==> src/rtl/ccx_pkg.sv <==
package ccx_pkg;
  typedef enum logic [2:0] {
    OCM_FROZEN = 3'b000,
    OCM_SET    = 3'b001,
    OCM_CLR    = 3'b010,
    OCM_TGL    = 3'b011,
    OCM_LO     = 3'b100,
    OCM_HI     = 3'b101,
    OCM_PWM1   = 3'b110,
    OCM_PWM2   = 3'b111
  } ocm_e;

  localparam logic [1:0] A_MODE = 2'd0;
  localparam logic [1:0] A_EN   = 2'd1;
  localparam logic [1:0] A_CCR  = 2'd2;
  localparam logic [1:0] A_STAT = 2'd3;

  typedef struct packed {
    logic [1:0] dir;
    logic       pre;
    ocm_e       ocm;
    logic       en;
    logic       pol;
    logic       np;
  } cfg_t;
endpackage

==> src/rtl/ccx_regs.sv <==
module ccx_regs
  import ccx_pkg::*;
#(
  parameter int CNT_W = 16
) (
  input  logic             clk_i,
  input  logic             rst_ni,
  input  logic [CNT_W-1:0] cnt_i,
  input  logic             upd_i,
  input  logic             we_i,
  input  logic [1:0]       addr_i,
  input  logic [CNT_W-1:0] wdata_i,
  output logic [CNT_W-1:0] rdata_o,
  input  logic             cap_evt_i,
  output cfg_t             cfg_o,
  output logic [CNT_W-1:0] ccr_o,
  output logic             cap_flag_o,
  output logic             ovc_flag_o
);
  localparam int MODE_W = 7;
  localparam int EN_W   = 4;
  localparam int STAT_W = 2;

  cfg_t             cfg_q;
  logic [CNT_W-1:0] ccr_q, ccr_sh_q;
  logic             cap_q, ovc_q;

  always_ff @(posedge clk_i or negedge rst_ni) begin
    if (!rst_ni) begin
      cfg_q    <= '{dir: 2'b00, pre: 1'b0, ocm: OCM_FROZEN, en: 1'b0, pol: 1'b0, np: 1'b0};
      ccr_q    <= '0;
      ccr_sh_q <= '0;
      cap_q    <= 1'b0;
      ovc_q    <= 1'b0;
    end else begin
      if (upd_i && cfg_q.pre) ccr_q <= ccr_sh_q;
      if (we_i) begin
        unique case (addr_i)
          A_MODE: begin
            cfg_q.dir <= wdata_i[1:0];
            cfg_q.pre <= wdata_i[2];
            cfg_q.ocm <= ocm_e'(wdata_i[6:4]);
          end
          A_EN: begin
            cfg_q.en  <= wdata_i[0];
            cfg_q.pol <= wdata_i[1];
            cfg_q.np  <= wdata_i[3];
          end
          A_CCR: begin
            ccr_sh_q <= wdata_i;
            if (!cfg_q.pre) ccr_q <= wdata_i;
          end
          default: begin
            if (wdata_i[0]) cap_q <= 1'b0;
            if (wdata_i[1]) ovc_q <= 1'b0;
          end
        endcase
      end
      // hardware capture outranks software writes in the same cycle
      if (cap_evt_i) begin
        ccr_q    <= cnt_i;
        ccr_sh_q <= cnt_i;
        cap_q    <= 1'b1;
        if (cap_q) ovc_q <= 1'b1;
      end
    end
  end

  always_comb begin
    rdata_o = '0;
    unique case (addr_i)
      A_MODE:  rdata_o[MODE_W-1:0] = {cfg_q.ocm, 1'b0, cfg_q.pre, cfg_q.dir};
      A_EN:    rdata_o[EN_W-1:0]   = {cfg_q.np, 1'b0, cfg_q.pol, cfg_q.en};
      A_CCR:   rdata_o             = ccr_q;
      default: rdata_o[STAT_W-1:0] = {ovc_q, cap_q};
    endcase
  end

  assign cfg_o      = cfg_q;
  assign ccr_o      = ccr_q;
  assign cap_flag_o = cap_q;
  assign ovc_flag_o = ovc_q;
endmodule

==> src/rtl/ccx_insync.sv <==
module ccx_insync
  import ccx_pkg::*;
#(
  parameter int SYNC_STAGES = 2
) (
  input  logic clk_i,
  input  logic rst_ni,
  input  logic ic_i,
  input  cfg_t cfg_i,
  output logic cap_evt_o
);
  localparam int SH_W = SYNC_STAGES + 1;

  logic [SH_W-1:0] sh_q;
  logic            cur, prv, rise, fall, hit;

  genvar g;
  generate
    for (g = 0; g < SH_W; g++) begin : g_stage
      always_ff @(posedge clk_i or negedge rst_ni) begin
        if (!rst_ni) sh_q[g] <= 1'b0;
        else if (g == 0) sh_q[g] <= ic_i;
        else sh_q[g] <= sh_q[(g == 0) ? 0 : g-1];
      end
    end
  endgenerate

  assign cur  = sh_q[SYNC_STAGES-1];
  assign prv  = sh_q[SYNC_STAGES];
  assign rise = cur & ~prv;
  assign fall = ~cur & prv;

  always_comb begin
    unique case ({cfg_i.np, cfg_i.pol})
      2'b01:   hit = fall;
      2'b11:   hit = rise | fall;
      default: hit = rise;  // 00 and the reserved 10
    endcase
  end

  assign cap_evt_o = (cfg_i.dir != 2'b00) & cfg_i.en & hit;
endmodule

==> src/rtl/ccx_outgen.sv <==
module ccx_outgen
  import ccx_pkg::*;
#(
  parameter int CNT_W = 16
) (
  input  logic             clk_i,
  input  logic             rst_ni,
  input  logic [CNT_W-1:0] cnt_i,
  input  logic [CNT_W-1:0] ccr_i,
  input  cfg_t             cfg_i,
  output logic             ref_o,
  output logic             oc_o
);
  logic ref_q;
  logic match, below, out_mode;

  assign match    = (cnt_i == ccr_i);
  assign below    = (cnt_i < ccr_i);
  assign out_mode = (cfg_i.dir == 2'b00);

  always_ff @(posedge clk_i or negedge rst_ni) begin
    if (!rst_ni) begin
      ref_q <= 1'b0;
    end else if (out_mode) begin
      unique case (cfg_i.ocm)
        OCM_SET:  if (match) ref_q <= 1'b1;
        OCM_CLR:  if (match) ref_q <= 1'b0;
        OCM_TGL:  if (match) ref_q <= ~ref_q;
        OCM_LO:   ref_q <= 1'b0;
        OCM_HI:   ref_q <= 1'b1;
        OCM_PWM1: ref_q <= below;
        OCM_PWM2: ref_q <= ~below;
        default:  ref_q <= ref_q;
      endcase
    end
  end

  assign ref_o = ref_q;
  assign oc_o  = (out_mode && cfg_i.en) ? (ref_q ^ cfg_i.pol) : 1'b0;
endmodule

==> src/rtl/tmr_ccx_chan.sv <==
module tmr_ccx_chan
  import ccx_pkg::*;
#(
  parameter int CNT_W       = 16,
  parameter int SYNC_STAGES = 2
) (
  input  logic             clk_i,
  input  logic             rst_ni,
  input  logic [CNT_W-1:0] cnt_i,
  input  logic             upd_i,
  input  logic             reg_we_i,
  input  logic [1:0]       reg_addr_i,
  input  logic [CNT_W-1:0] reg_wdata_i,
  output logic [CNT_W-1:0] reg_rdata_o,
  input  logic             ic_i,
  output logic             oc_o
);
  cfg_t             cfg;
  logic [CNT_W-1:0] ccr;
  logic             cap_evt, cap_flag, ovc_flag, oc_ref;

  ccx_regs #(.CNT_W(CNT_W)) u_regs (
    .clk_i      (clk_i),
    .rst_ni     (rst_ni),
    .cnt_i      (cnt_i),
    .upd_i      (upd_i),
    .we_i       (reg_we_i),
    .addr_i     (reg_addr_i),
    .wdata_i    (reg_wdata_i),
    .rdata_o    (reg_rdata_o),
    .cap_evt_i  (cap_evt),
    .cfg_o      (cfg),
    .ccr_o      (ccr),
    .cap_flag_o (cap_flag),
    .ovc_flag_o (ovc_flag)
  );

  ccx_insync #(.SYNC_STAGES(SYNC_STAGES)) u_insync (
    .clk_i     (clk_i),
    .rst_ni    (rst_ni),
    .ic_i      (ic_i),
    .cfg_i     (cfg),
    .cap_evt_o (cap_evt)
  );

  ccx_outgen #(.CNT_W(CNT_W)) u_outgen (
    .clk_i  (clk_i),
    .rst_ni (rst_ni),
    .cnt_i  (cnt_i),
    .ccr_i  (ccr),
    .cfg_i  (cfg),
    .ref_o  (oc_ref),
    .oc_o   (oc_o)
  );
endmodule

==> config.mk <==
export PLATFORM = sky130hd
export DESIGN_NAME = tmr_ccx_chan
export DESIGN_NICKNAME = d
export VERILOG_FILES = /design/src/rtl/ccx_pkg.sv /design/src/rtl/ccx_regs.sv /design/src/rtl/ccx_insync.sv /design/src/rtl/ccx_outgen.sv /design/src/rtl/tmr_ccx_chan.sv
export SDC_FILE = /design/constraint.sdc
export NUM_CORES = 1
export LEC_CHECK = 0
export ABC_AREA = 1
export BUFFER_PORTS_ARGS = -buffer_cell sky130_fd_sc_hd__buf_2
export CORE_ASPECT_RATIO = 1.25
export CORE_MARGIN = 2
export CORE_UTILIZATION = 56
export CTS_CLUSTER_DIAMETER = 40
export CTS_CLUSTER_SIZE = 20
export DETAILED_ROUTE_END_ITERATION = 8
export PLACE_DENSITY_LB_ADDON = 0.08
export SYNTH_ARGS = -nofsm -noshare
export SYNTH_HDL_FRONTEND = slang
export SYNTH_SLANG_ARGS = --single-unit
==> constraint.sdc <==
create_clock -name clk_i -period 1.95 [get_ports clk_i]
set_input_delay 0.195 -clock clk_i [delete_from_list [all_inputs] [get_ports clk_i]]
set_output_delay 0.195 -clock clk_i [all_outputs]
set_load 0.01 [all_outputs]
==> impl_metrics.env <==
export IMPL_cp_end_kind="register"
export IMPL_slew_headroom_pct=64.81
export IMPL_synthSimpleGateAreaFrac_pct=18.99
export IMPL_ys_seq_elements=47
export IMPL_wl_per_cell_um=13.96
export IMPL_place_ws_ns=0.2182
export IMPL_setup_viol=0
export IMPL_crit_fanout=13
export IMPL_p_total_mw=3.720
export IMPL_dp_cells=507
export IMPL_synth_compound_area_share_pct=20.46
export IMPL_layout_min_cycle_time_ns=1.757
export IMPL_synth_top_cell_by_area="dfrtp_1"
export IMPL_synth_top_family_by_area="compound AO/OA/AOI/OAI gates"
export IMPL_synth_edf_count=0
export IMPL_worst_pin_slew_ns=0.5278
export IMPL_ys_flop_type="dfrtp_1"
export IMPL_critPathArrivalTime_ns=2.00
export IMPL_io_pins=56
export IMPL_critPathLaunchType="register"
export IMPL_antenna_found_initial=0
export IMPL_cp_endpoint="u_regs.ccr_sh_q[6]"
export IMPL_mostFrequentLayoutCells="nand2_1, inv_1, o21ai_0, buf_2, dfrtp_1"
export IMPL_cts_num_sinks=47
export IMPL_clkLatencyLatePin_ns=0.30
export IMPL_cp_required_ns=2.19
export IMPL_diodes=0
export IMPL_fmax_ghz=0.5691
export IMPL_root_buffer="clkbuf_8"
export IMPL_r2r_start="u_insync.prv"
export IMPL_power_density_nw_per_um2=1097
export IMPL_grt_start_max_net_pins=33
export IMPL_crit_start="u_insync.prv"
export IMPL_grt_pass1_vias=2601
export IMPL_clock_path_buffers=2
export IMPL_track_usage_pct=26.88
export IMPL_final_common_cell="nand2_1"
export IMPL_fin_cells=517
export IMPL_cts_buffers=5
export IMPL_r2r_end="u_regs.ccr_sh_q[6]"
export IMPL_ys_async_sr_fraction_pct=100.0
export IMPL_leakagePower_nw=1.824
export IMPL_portBuffers=55
export IMPL_synthAdderAreaFrac_pct=7.769
export IMPL_hold_viol=0
export IMPL_ys_seq_area_share_pct=40.57
export IMPL_reg2reg_depth=10
export IMPL_synth_nets=451
export IMPL_fp_row_count=29
export IMPL_yosysUniqueCellTypes=28
export IMPL_fin_ws_ns=0.1927
export IMPL_synth_area_leaders="dfrtp_1, nand2_1, o21ai_0, inv_1, ha_1"
export IMPL_die_y_um=84.45
export IMPL_nets=511
export IMPL_nFillCells=466
export IMPL_cts_setup_buffers=0
export IMPL_fp_dieW_um=68.36
export IMPL_whs_ns=0.1542
export IMPL_cts_htree_levels=2
export IMPL_start_util_pct=57.48
export IMPL_cts_tree="yes"
export IMPL_status="completed"
export IMPL_drive_gt1_share_pct=18.24
export IMPL_cap_viol_max_count=0
export IMPL_core_area_um2=5044
export IMPL_grt_pass1_wl_um=11800
export IMPL_overflow=0
export IMPL_fin_tns_setup_ns=0
export IMPL_gp_congestion=0.8154
export IMPL_clkSlewWorstSetupHoldPaths_ns=0.09
export IMPL_muxShareOfSynthArea_pct=0
export IMPL_synth_xor_area_share_pct=0.3021
export IMPL_vias=2736
export IMPL_yosys_warnings=0
export IMPL_fin_crit_sh_pct=90.12
export IMPL_irDropWorstVdd_v=0.0006888
export IMPL_ant_nets=0
export IMPL_synth_top_cell_area_share_pct=40.57
export IMPL_finClkSkew_ns=0.006639
export IMPL_syn_area_um2=2899
export IMPL_path_class="reg2reg"
export IMPL_drtIter0Drc=172
export IMPL_hp_class="in2reg"
export IMPL_die_area_um2=5772
export IMPL_dp_hpwl_um=5515
export IMPL_rrSetupSlack_ns=0.19
export IMPL_area_growth_pct=16.92
export IMPL_vias_per_cell=5.292
export IMPL_drc=0
export IMPL_synthCells=394
export IMPL_wirelength_um=7216
export IMPL_avgSynthCellArea_um2=7.358
export IMPL_grt_setup_unrepaired="no"
export IMPL_drtPass1Iterations=5
export IMPL_drv_slew=0
cell type report:
cell class,count,area (um2),area share (%)
clock inverters,2,35.03,1.034
inverters,64,240.2,7.087
multi-input cells,267,1380,40.72
repair buffers,69,397.9,11.74
well taps,62,77.57,2.289
flip-flops and latches,47,1176,34.70
clock buffers,6,82.58,2.436
what timing repair did:
| item | CTS | global route |
|---|---|---|
| hold endpoints to repair | 22 | 0 |
| hold buffers | 2 | 0 |
| gates resized for setup | 0 | 1 |
| setup endpoints to repair | 0 | 1 |
kinds of logic after synthesis:
family	count (synthesis)
DFF	47
buffers and inverters	80
adders and majority gates	18
xor gates and xnor gates	1
AOI/OAI and AO/OA	111
and+or+nand+nor	137
how the worst min path moves through the flow:
stage | from | end | slack (ns) | cells past startpoint
2_1_floorplan | rst_ni | u_insync.cur | -0.10 | 0
3_3_place_gp | rst_ni | u_insync.sh_q[0] | 0.21 | 1
3_5_place_dp | rst_ni | u_insync.prv | 0.21 | 1
4_1_cts | cnt_i[13] | u_regs.ccr_o[13] | 0.15 | 3
5_1_grt | cnt_i[11] | u_regs.ccr_o[11] | 0.17 | 3
6_report | cnt_i[11] | u_regs.ccr_o[11] | 0.15 | 3
state kept, by name, summed over array words and instances (netlist names):
name	count
u_insync.sh_q	1
u_regs.ccr_sh_q	16
u_regs.ovc_flag_o	1
u_insync.cur	1
u_insync.prv	1
u_regs.ccr_o	16
u_regs.cap_flag_o	1
u_outgen.ref_o	1
u_regs.cfg_o	9
worst max-delay path: stages (launching register included):
cell,delay (ns)
dfrtp_1,0.36
inv_1,0.04
ha_1,0.28
o211ai_1,0.20
nand2_2,0.16
inv_2,0.10
buf_4,0.18
nand2_1,0.10
o211ai_1,0.10
o21ai_0,0.11
inv_1,0.06
stage by stage:
stage               utilization [%]  area, um2
floorplan                         -       2899
global placement              64.43       3249
detailed placement            64.43       3249
CTS                           67.15       3387
global route                  67.20       3390
finish                        67.20       3390
cell usage after synthesis (all sizes together), types with 2 or more instances:
cell	instances
o22ai	4
inv	64
dfrtp	47
a21oi	5
o211ai	8
nand3	7
nand2	106
ha	18
nor2	20
o21ai	90
buf	9
clkbuf	7
nor3	2
report_power, final:
part	leakage, nW	total, mW	internal (mW)	switching (mW)
clock	0.0612	0.749	0.415	0.334
combinational	1.22	1.49	0.591	0.902
sequential	0.540	1.48	1.32	0.161
routing by layer:
metal	part of all wire (%)	GRT usage, %	wire (um)
met3	4.5	3.619	328
met5	0	0	0
met4	0.82	5.818	59
met1	41	33.83	2979
met2	53	47.84	3848
(Power assumes the default switching activity.)
